$ cat config.mk
export PLATFORM = sky130hd
export DESIGN_NAME = hsq_bridge
export DESIGN_NICKNAME = d
export VERILOG_FILES = /design/src/rtl/hsq_pkg.sv /design/src/rtl/hsq_fifo.sv /design/src/rtl/hsq_rx.sv /design/src/rtl/hsq_tx.sv /design/src/rtl/hsq_bridge.sv
export SDC_FILE = /design/constraint.sdc
export NUM_CORES = 1
export LEC_CHECK = 0
export ABC_AREA = 1
export BUFFER_PORTS_ARGS = -buffer_cell sky130_fd_sc_hd__buf_4
export CORE_MARGIN = 2
export CORE_UTILIZATION = 59
export CTS_CLUSTER_SIZE = 10
export DETAILED_ROUTE_END_ITERATION = 7
export GPL_TIMING_DRIVEN = 0
export PLACE_DENSITY_LB_ADDON = 0.3
export SLEW_MARGIN = 20
export SYNTH_ARGS = -nofsm -noshare
export SYNTH_HDL_FRONTEND = slang
export SYNTH_SLANG_ARGS = --single-unit
$ cat constraint.sdc
create_clock -name clk -period 2.65 [get_ports clk]
set_input_delay 0.1325 -clock clk [delete_from_list [all_inputs] [get_ports clk]]
set_output_delay 0.1325 -clock clk [all_outputs]
set_load 0.03 [all_outputs]
$ cat src/rtl/hsq_pkg.sv
package hsq_pkg;
    typedef logic [1:0] ctrl_t;
    localparam ctrl_t CTRL_IDLE   = 2'b00;
    localparam ctrl_t CTRL_WRWORD = 2'b01;

    typedef enum logic {
        RX_IDLE,
        RX_HOLD
    } rx_state_e;

    typedef enum logic [1:0] {
        TX_IDLE,
        TX_WAIT_ACK,
        TX_WAIT_REL
    } tx_state_e;
endpackage

$ cat src/rtl/hsq_fifo.sv
module hsq_fifo #(
    parameter int W     = 24,
    parameter int DEPTH = 4
) (
    input  logic         clk,
    input  logic         rst_n,
    input  logic         push_i,
    input  logic [W-1:0] push_word_i,
    input  logic         pop_i,
    output logic [W-1:0] head_o,
    output logic         full_o,
    output logic         empty_o
);
    localparam int PW = (DEPTH > 1) ? $clog2(DEPTH) : 1;
    localparam int CW = $clog2(DEPTH + 1);
    localparam logic [PW-1:0] LAST_PTR = PW'(DEPTH - 1);
    localparam logic [CW-1:0] FULL_CNT = CW'(DEPTH);

    typedef struct packed {
        logic [PW-1:0] wp;
        logic [PW-1:0] rp;
        logic [CW-1:0] cnt;
    } fifo_regs_t;

    fifo_regs_t cur_q, nxt_d;
    logic [W-1:0] mem_q [DEPTH];
    logic do_push, do_pop;

    function automatic logic [PW-1:0] step(input logic [PW-1:0] p);
        return (p == LAST_PTR) ? '0 : p + 1'b1;
    endfunction

    assign full_o  = (cur_q.cnt == FULL_CNT);
    assign empty_o = (cur_q.cnt == '0);
    assign head_o  = mem_q[cur_q.rp];
    assign do_push = push_i && !full_o;
    assign do_pop  = pop_i && !empty_o;

    always_comb begin
        nxt_d = cur_q;
        if (do_push) nxt_d.wp = step(cur_q.wp);
        if (do_pop)  nxt_d.rp = step(cur_q.rp);
        case ({do_push, do_pop})
            2'b10:   nxt_d.cnt = cur_q.cnt + 1'b1;
            2'b01:   nxt_d.cnt = cur_q.cnt - 1'b1;
            default: nxt_d.cnt = cur_q.cnt;
        endcase
    end

    always_ff @(posedge clk) begin
        if (!rst_n) cur_q <= '0;
        else        cur_q <= nxt_d;
    end

    always_ff @(posedge clk) begin
        if (do_push) mem_q[cur_q.wp] <= push_word_i;
    end

    p_no_overflow_r5: assert property (@(posedge clk) disable iff (!rst_n)
        push_i |-> !full_o);
    p_no_underflow_r6: assert property (@(posedge clk) disable iff (!rst_n)
        pop_i |-> !empty_o);
    p_count_bound_r5: assert property (@(posedge clk) disable iff (!rst_n)
        cur_q.cnt <= FULL_CNT);
endmodule

$ cat src/rtl/hsq_rx.sv
module hsq_rx
    import hsq_pkg::*;
#(
    parameter int W = 24
) (
    input  logic         clk,
    input  logic         rst_n,
    input  logic         snd_rdy_i,
    input  ctrl_t        snd_ctrl_i,
    input  logic [W-1:0] snd_word_i,
    input  logic         full_i,
    output logic         push_o,
    output logic [W-1:0] push_word_o,
    output logic         ack_o,
    output logic         irq_o
);
    typedef struct packed {
        rx_state_e state;
        logic      ack;
        logic      irq;
    } rx_regs_t;

    rx_regs_t cur_q, nxt_d;

    always_comb begin
        nxt_d     = cur_q;
        nxt_d.irq = 1'b0;
        push_o    = 1'b0;
        case (cur_q.state)
            RX_IDLE: begin
                if (snd_rdy_i && snd_ctrl_i == CTRL_WRWORD && !full_i) begin
                    push_o      = 1'b1;
                    nxt_d.ack   = 1'b1;
                    nxt_d.state = RX_HOLD;
                end
            end
            RX_HOLD: begin
                if (!snd_rdy_i) begin
                    nxt_d.ack   = 1'b0;
                    nxt_d.irq   = 1'b1;
                    nxt_d.state = RX_IDLE;
                end
            end
            default: nxt_d = '0;
        endcase
    end

    always_ff @(posedge clk) begin
        if (!rst_n) cur_q <= '0;
        else        cur_q <= nxt_d;
    end

    assign push_word_o = snd_word_i;
    assign ack_o       = cur_q.ack;
    assign irq_o       = cur_q.irq;

    p_ack_room_r2: assert property (@(posedge clk) disable iff (!rst_n)
        $rose(ack_o) |-> $past(!full_i));
    p_ack_release_r3: assert property (@(posedge clk) disable iff (!rst_n)
        $fell(ack_o) |-> $past(!snd_rdy_i));
    p_irq_pulse_r3: assert property (@(posedge clk) disable iff (!rst_n)
        irq_o |=> !irq_o);
    p_ignore_code_r4: assert property (@(posedge clk) disable iff (!rst_n)
        (!ack_o && snd_ctrl_i != CTRL_WRWORD) |=> !ack_o);
endmodule

$ cat src/rtl/hsq_tx.sv
module hsq_tx
    import hsq_pkg::*;
#(
    parameter int W = 24
) (
    input  logic         clk,
    input  logic         rst_n,
    input  logic         empty_i,
    input  logic [W-1:0] head_i,
    output logic         pop_o,
    input  logic         rcv_ack_i,
    output logic         rdy_o,
    output ctrl_t        ctrl_o,
    output logic [W-1:0] word_o,
    output logic         irq_o
);
    typedef struct packed {
        tx_state_e    state;
        logic         rdy;
        logic         irq;
        logic [W-1:0] word;
    } tx_regs_t;

    tx_regs_t cur_q, nxt_d;

    always_comb begin
        nxt_d     = cur_q;
        nxt_d.irq = 1'b0;
        pop_o     = 1'b0;
        case (cur_q.state)
            TX_IDLE: begin
                if (!empty_i) begin
                    pop_o       = 1'b1;
                    nxt_d.word  = head_i;
                    nxt_d.rdy   = 1'b1;
                    nxt_d.state = TX_WAIT_ACK;
                end
            end
            TX_WAIT_ACK: begin
                if (rcv_ack_i) begin
                    nxt_d.rdy   = 1'b0;
                    nxt_d.state = TX_WAIT_REL;
                end
            end
            TX_WAIT_REL: begin
                if (!rcv_ack_i) begin
                    nxt_d.irq   = 1'b1;
                    nxt_d.state = TX_IDLE;
                end
            end
            default: nxt_d = '0;
        endcase
    end

    always_ff @(posedge clk) begin
        if (!rst_n) cur_q <= '0;
        else        cur_q <= nxt_d;
    end

    assign rdy_o  = cur_q.rdy;
    assign ctrl_o = cur_q.rdy ? CTRL_WRWORD : CTRL_IDLE;
    assign word_o = cur_q.word;
    assign irq_o  = cur_q.irq;

    p_offer_nonempty_r6: assert property (@(posedge clk) disable iff (!rst_n)
        $rose(rdy_o) |-> $past(!empty_i));
    p_word_stable_r7: assert property (@(posedge clk) disable iff (!rst_n)
        (rdy_o && $past(rdy_o)) |-> $stable(word_o));
    p_drop_after_ack_r7: assert property (@(posedge clk) disable iff (!rst_n)
        $fell(rdy_o) |-> $past(rcv_ack_i));
    p_irq_pulse_r8: assert property (@(posedge clk) disable iff (!rst_n)
        irq_o |=> !irq_o);
    p_irq_after_release_r8: assert property (@(posedge clk) disable iff (!rst_n)
        $rose(irq_o) |-> ($past(!rcv_ack_i) && !rdy_o));
endmodule

$ cat src/rtl/hsq_bridge.sv
module hsq_bridge
    import hsq_pkg::*;
#(
    parameter int ADDR_W = 8,
    parameter int DATA_W = 16,
    parameter int DEPTH  = 4
) (
    input  logic              clk,
    input  logic              rst_n,
    input  logic              snd_rdy,
    input  logic [1:0]        snd_ctrl,
    input  logic [ADDR_W-1:0] snd_addr,
    input  logic [DATA_W-1:0] snd_data,
    output logic              snd_ack,
    output logic              snd_irq,
    output logic              rcv_rdy,
    output logic [1:0]        rcv_ctrl,
    output logic [ADDR_W-1:0] rcv_addr,
    output logic [DATA_W-1:0] rcv_data,
    input  logic              rcv_ack,
    output logic              rcv_irq
);
    localparam int WW = ADDR_W + DATA_W;

    logic          push, pop, full, empty;
    logic [WW-1:0] push_word, head_word, out_word;

    hsq_rx #(.W(WW)) u_rx (
        .clk         (clk),
        .rst_n       (rst_n),
        .snd_rdy_i   (snd_rdy),
        .snd_ctrl_i  (snd_ctrl),
        .snd_word_i  ({snd_addr, snd_data}),
        .full_i      (full),
        .push_o      (push),
        .push_word_o (push_word),
        .ack_o       (snd_ack),
        .irq_o       (snd_irq)
    );

    hsq_fifo #(.W(WW), .DEPTH(DEPTH)) u_fifo (
        .clk         (clk),
        .rst_n       (rst_n),
        .push_i      (push),
        .push_word_i (push_word),
        .pop_i       (pop),
        .head_o      (head_word),
        .full_o      (full),
        .empty_o     (empty)
    );

    hsq_tx #(.W(WW)) u_tx (
        .clk       (clk),
        .rst_n     (rst_n),
        .empty_i   (empty),
        .head_i    (head_word),
        .pop_o     (pop),
        .rcv_ack_i (rcv_ack),
        .rdy_o     (rcv_rdy),
        .ctrl_o    (rcv_ctrl),
        .word_o    (out_word),
        .irq_o     (rcv_irq)
    );

    assign rcv_addr = out_word[WW-1:DATA_W];
    assign rcv_data = out_word[DATA_W-1:0];

    p_reset_quiet_r1: assert property (@(posedge clk)
        $past(!rst_n) |-> (!snd_ack && !rcv_rdy && !snd_irq && !rcv_irq));
endmodule

==> After elaboration in Yosys (flattened, before gate mapping) <==
Memory sizes are Yosys's and may differ from the RTL's. A register that Yosys moved wholly into a read port is not among the register bits.
Index checks and enable logic that the tools add are counted.
{ "totals": {"mem_bits_rw": 96, "inputBits": 30, "out_inout_bits": 30, "reg_bits": 38, "mem_count": 1} }
{ "classes": {"reduce_logical": 16, "bitwise": 3, "muxes": 23, "add_sub_neg": 4, "eq_ne": 13} }
{ "mem_list": {"columns": ["name", "depth", "width", "read_ports", "rd_clocked_by_memory_dff", "write_ports", "line_no", "text"], "rows": [
  ["u_fifo.mem_q", 4, 24, 1, 1, 1, "hsq_fifo.sv:26", "logic [W-1:0] mem_q [DEPTH];"]
]} }
{ "op_table": {"columns": ["operator", "count"], "rows": [
  ["$pmux 24 s2", 1],
  ["$mux 24", 1],
  ["$mux 2", 6],
  ["$mux 3", 3],
  ["$eq 2x2->1 const B", 4],
  ["$mux 1", 8],
  ["$ne 2x2->1 const B", 4],
  ["$reduce_and 2->1", 4],
  ["$eq 2x1->1 const B", 3],
  ["$pmux 2 s3", 1],
  ["$pmux 3 s2", 1],
  ["$reduce_and 3->1", 2],
  ["$add 2x1->2 const B", 2],
  ["$logic_and 1x1->1", 4],
  ["$pmux 2 s2", 1],
  ["$add 3x1->3 const B", 1],
  ["$eq 3x3->1 const B", 1],
  ["$logic_not 3->1", 1],
  ["$not 1->1", 3],
  ["$pmux 1 s3", 1],
  ["$sub 3x1->3 const B", 1],
  ["$logic_not 1->1", 2],
  ["$logic_not 2->1", 1],
  ["$ne 2x1->1 const B", 1],
  ["2 further kinds", 2]
]} }

==> Depth between registers and ports, before layout <==
{ "logic_depth": {"word_depth": 8, "mapped_depth": 12, "depth_no_buf": 12} }

==> Hierarchy <==
From an unflattened synthesis, not the netlist that was laid out.
{ "hier_totals": {"cells_unflattened": 518, "area_unflattened_um2": 5873.1} }
{ "by_module_without_submodules": {"columns": ["mod", "cells_each", "seq_area_each_um2", "instances", "area_each_um2"], "rows": [
  ["hsq_fifo", 303, 3062.9, 1, 4224.1],
  ["hsq_tx", 174, 560.5, 1, 1340.0],
  ["hsq_rx", 41, 60.1, 1, 309.0]
]} }

==> Worst setup path before layout <==
OpenSTA, ideal clock, no wires.
{ "synth_timing": {"path_type": "flip-flop to flip-flop", "startpoint": "register u_rx.cur_q[2] (netlist name)", "endpoint": "memory u_fifo.mem_q[0][0] (enable)", "setup_ns": 0.405, "n_path_buf": 0, "path_slack_ns": 0.381, "t_required_ns": 2.245, "path_stages_with_launch": 6, "period_less_slack_ns": 2.269, "arrival_time_ns": 1.864, "path_cell_list": "dfxtp_1 inv_1 nand2_1 nor3_2 nand2_1 nor2_1"} }
{ "synth_between": {"elab_chain_cells": 4} }
{ "synth_rtl": {"columns": ["item", "line_no", "text"], "rows": [
  ["start, declared", "hsq_rx.sv:23", "rx_regs_t cur_q, nxt_d;"],
  ["start signal, assigned", "hsq_rx.sv:50", "else cur_q <= nxt_d;"],
  ["$mux 1", "hsq_rx.sv:29", "case (cur_q.state)"],
  ["$logic_and 1x1->1", "hsq_fifo.sv:36", "assign do_push = push_i && !full_o;"],
  ["$mux 1", "hsq_fifo.sv:56", "if (do_push) mem_q[cur_q.wp] <= push_word_i;"],
  ["$mux 1 (implied by the code)", "hsq_fifo.sv:56", null],
  ["end, declared", "hsq_fifo.sv:26", null]
]} }
Every way passes these cells.

==> Worst setup path after layout <==
{ "layout_timing": {"startpoint": "register u_fifo.cur_q[0] (netlist name)", "endpoint": "register u_fifo.cur_q[2] (netlist name)"} }
{ "layout_between": {"elab_chain_cells": 8} }
{ "layout_rtl": {"columns": ["item", "line_no", "text"], "rows": [
  ["start, declared", "hsq_fifo.sv:25", "fifo_regs_t cur_q, nxt_d;"],
  ["start signal, assigned", "hsq_fifo.sv:52", "else cur_q <= nxt_d;"],
  ["$eq 3x3->1", "hsq_fifo.sv:33", "assign full_o = (cur_q.cnt == FULL_CNT);"],
  ["$logic_not 1->1", "hsq_fifo.sv:36, hsq_rx.sv:31", null],
  ["$logic_and 1x1->1", "hsq_rx.sv:31", "if (snd_rdy_i && snd_ctrl_i == CTRL_WRWORD && !full_i) begin"],
  ["$mux 1", "hsq_rx.sv:31", null],
  ["$mux 1", "hsq_rx.sv:29", null],
  ["$logic_and 1x1->1", "hsq_fifo.sv:36", null],
  ["$eq 2x1->1 or $eq 2x2->1 (tied branches)", "hsq_fifo.sv:43", "case ({do_push, do_pop})"],
  ["$pmux 3 s2 or $reduce_bool 2->1 (tied branches)", null, null]
]} }
Several ways; a longest one is shown, not always the timed one.
A chain may end at the register's enable or synchronous reset.

==> run_results.csv <==
group,metric,value,unit
drt,totalWireLength,13500,um
synthesis,synth_xor_area_share,0,%
clock_tree,cts_resized,0,
grt,grt_pass1_wl,21500,um
sta,hold_viol,0,
sta,setup_viol,0,
synthesis,synth_area,0.00588,mm2
placement,gp_congestion,0.767,
sta,period_needed,2.28,ns
synthesis,synth_warnings,0,
synthesis,synth_top_family_by_area,"simple AND/OR/NAND/NOR gates",
status,run_status,"finished clean",
sta,tns,0,ns
synthesis,synth_area_leaders,"edfxtp_1 49%, dfxtp_1 14%, nand2_1 12%, inv_1 7.5%, nand3_1 4.4%",
die,start_util,60.4,%
critical_path,end_kind,"flip-flop",
synthesis,syn_nets,656,
critical_path,critPathKind,"reg -> reg",
synthesis,synth.distinct_cells,24,
grt,overflow,0,
pwr,ir_drop,0.000858,V
drt,vias,4399,
die,design.core.area,0.00973,mm2
drt,drtIter0Drc,291,
pwr,power_density,994,mW/mm2
synthesis,syn_inst,615,
synthesis,ys_ff_latch,136,
drt,avgRoutedWirePerCell,15.5,um
sta,max_freq,0.439,GHz
layout,fill_cells,606,
min_path,hold_class,"in -> reg",
drt,drt_first_pass_iters,6,
clock_tree,cts_sinks,136,
layout,mostFrequentLayoutCells,"181 x nand2_1, 117 x inv_1, 96 x edfxtp_1",
grt,grt_pass1_vias,4602,
layout,layout_commonest_cell,"nand2_1",
layout,antenna_cells_inserted,0,
synthesis,synthMuxAreaShare,0,%
synthesis,yosysTopAreaCell,"edfxtp_1",
placement,pre_cts_ws,0.430,ns
die,io_pins,60,
layout,drive_above_1_share,19.2,%
sta,worst_pin_slew,0.580,ns
pwr,p_leak,3.42,nW
run,maxCapViolations,0,
clock_tree,cts_tree,"done",
die,rows,36,
clock_tree,clkLatencyLatePin,0.54,ns
sta,slew_headroom,61.4,%
clock_tree,root_buffer,"clkbuf_8",
placement,port_buffers,58,
critical_path,cp.arrival,2.70,ns
drt,drc,0,
grt,grt_antenna_before_repair,0,
placement,dp_hpwl,8180,um
die,die_h,104,um
drt,ant_nets,0,
grt,grt_start_max_net_pins,25,
clock_tree,numCtsBuffers,17,
critical_path,critical_path_required,3.08,ns
synthesis,yosysTopAreaCellShare,49.0,%
sta,final.setup.worst_slack,0.374,ns
synthesis,synthAdderAreaFrac,2.47,%
sta,fin_worst_skew,0.00559,ns
synthesis,synth-seq-area-share,62.6,%
die,die_w,104,um
clock_tree,clkTransAtPathRegs,0.06,ns
sta,fin_crit_sh,85.9,%
clock_tree,clockBufferDepth,2,
clock_tree,htreeDepth,4,
sta,slew_viol_final,0,
layout,nets,766,
sta,rsz0062_at_grt,"no",
critical_path,startpoint_type,"flip-flop",
synthesis,yosys.area_share.simple,18.2,%
drt,viasPerCell,5.05,
die,dieArea,0.0108,mm2
clock_tree,ctsHoldBuffers,29,
synthesis,synth_compound_area_share,3.49,%
critical_path,crit_fanout,7,
grt,gr-usage-all-layers,26.0,%
layout,area_growth_syn_to_layout,28.4,%
synthesis,avgSynthCellArea,9.56,um2
clock_tree,postCtsSetupRepairBufs,0,
critical path: stages (launching register included):
cell and delay [ns]:
dfxtp_1 0.33, nor2_2 0.17, nand2_1 0.15, nand2_1 0.42, ha_1 0.25, inv_1 0.06, fa_1 0.38, nand2_1 0.08
nand3_1 0.09, o21ai_0 0.16, a21oi_1 0.06
cells in the mapped netlist:
cell / number
nand2_1: 181
inv_1: 117
edfxtp_1: 96
nand3_1: 52
dfxtp_1: 40
a21oi_1: 35
buf_4: 28
nor2_1: 16
ha_1: 10
buf_2: 7
clkbuf_1: 7
o21ai_0: 6
buf_6: 4
nor3_1: 3
buf_1: 2
inv_2: 2
nand2_2: 2
conb_1: 1
fa_1: 1
nand3_2: 1
nand3b_1: 1
nor2_2: 1
nor2_4: 1
nor3_2: 1
logic make-up (layout without fill, tap and decap cells):
family          Yosys count  after routing
fa+ha+maj                11             11
simple gates            259            259
flops                   136            136
other cells               1              1
compound gates           41             41
buf+inv                 167            290
registers in the layout, summed over array words and instances (netlist names), named ones only:
signal / cells
u_tx.word_o: 24
u_tx.rdy_o: 1
u_tx.irq_o: 1
u_tx.cur_q: 2
u_rx.irq_o: 1
u_fifo.mem_q: 96
u_rx.cur_q: 1
u_rx.ack_o: 1
u_fifo.cur_q: 7
report_power, final:
part	switching (mW)	internal [mW]	leakage [nW]
Combinational	1.44	0.883	1.92
Clock	0.888	1.67	0.303
Sequential	0.124	2.50	1.19
metal layers:
layer | global-route usage [%] | up-vias | wire length, um
met5 | 0 | - | 0
met4 | 9.85 | 0 | 201
met3 | 6.67 | 23 | 843
met2 | 48.3 | 174 | 7270
met1 | 28.4 | 2091 | 5150
li1 | - | 2111 | -
path summary, 6_finish.rpt:
path / startpoint / to / slack [ns] / cells after the start
worst min register to register: u_tx.word_o[22] / u_tx.word_o[22] / 0.47 / 2
worst max register to register: u_fifo.cur_q[0] / u_fifo.cur_q[2] / 0.37 / 10
worst min-delay path: snd_ctrl[0] / u_fifo.cur_q[6] / 0.03 / 5
worst max-delay path: u_fifo.cur_q[0] / u_fifo.cur_q[2] / 0.37 / 10
final cells by class:
class                           instances  area, um2  area share, %
Sequential cell                       136       3680           48.8
Multi-Input combinational cell        312       1460           19.3
Timing Repair Buffer                   91        828           11.0
Inverter                              119        447           5.92
Clock buffer                           20        445           5.90
Buffer                                 48        324           4.29
Clock inverter                         12        198           2.62
Tap cell                              133        166           2.20
through the flow:
step	instance area (um2)	std cells	total power [mW]	utilization (%)	hold slack (ns)
6_report	7550	871	7.50	77.6	0.0257
5_1_grt	7550	871	7.85	77.6	0.0617
4_1_cts	7550	871	7.51	77.6	0.00877
3_5_place_dp	6620	810	4.91	68.0	0.312
3_3_place_gp	6480	806	4.80	66.6	0.309
2_1_floorplan	5880	615	4.23	-	0.204
No activity file was read; power rests on OpenSTA's default activity.
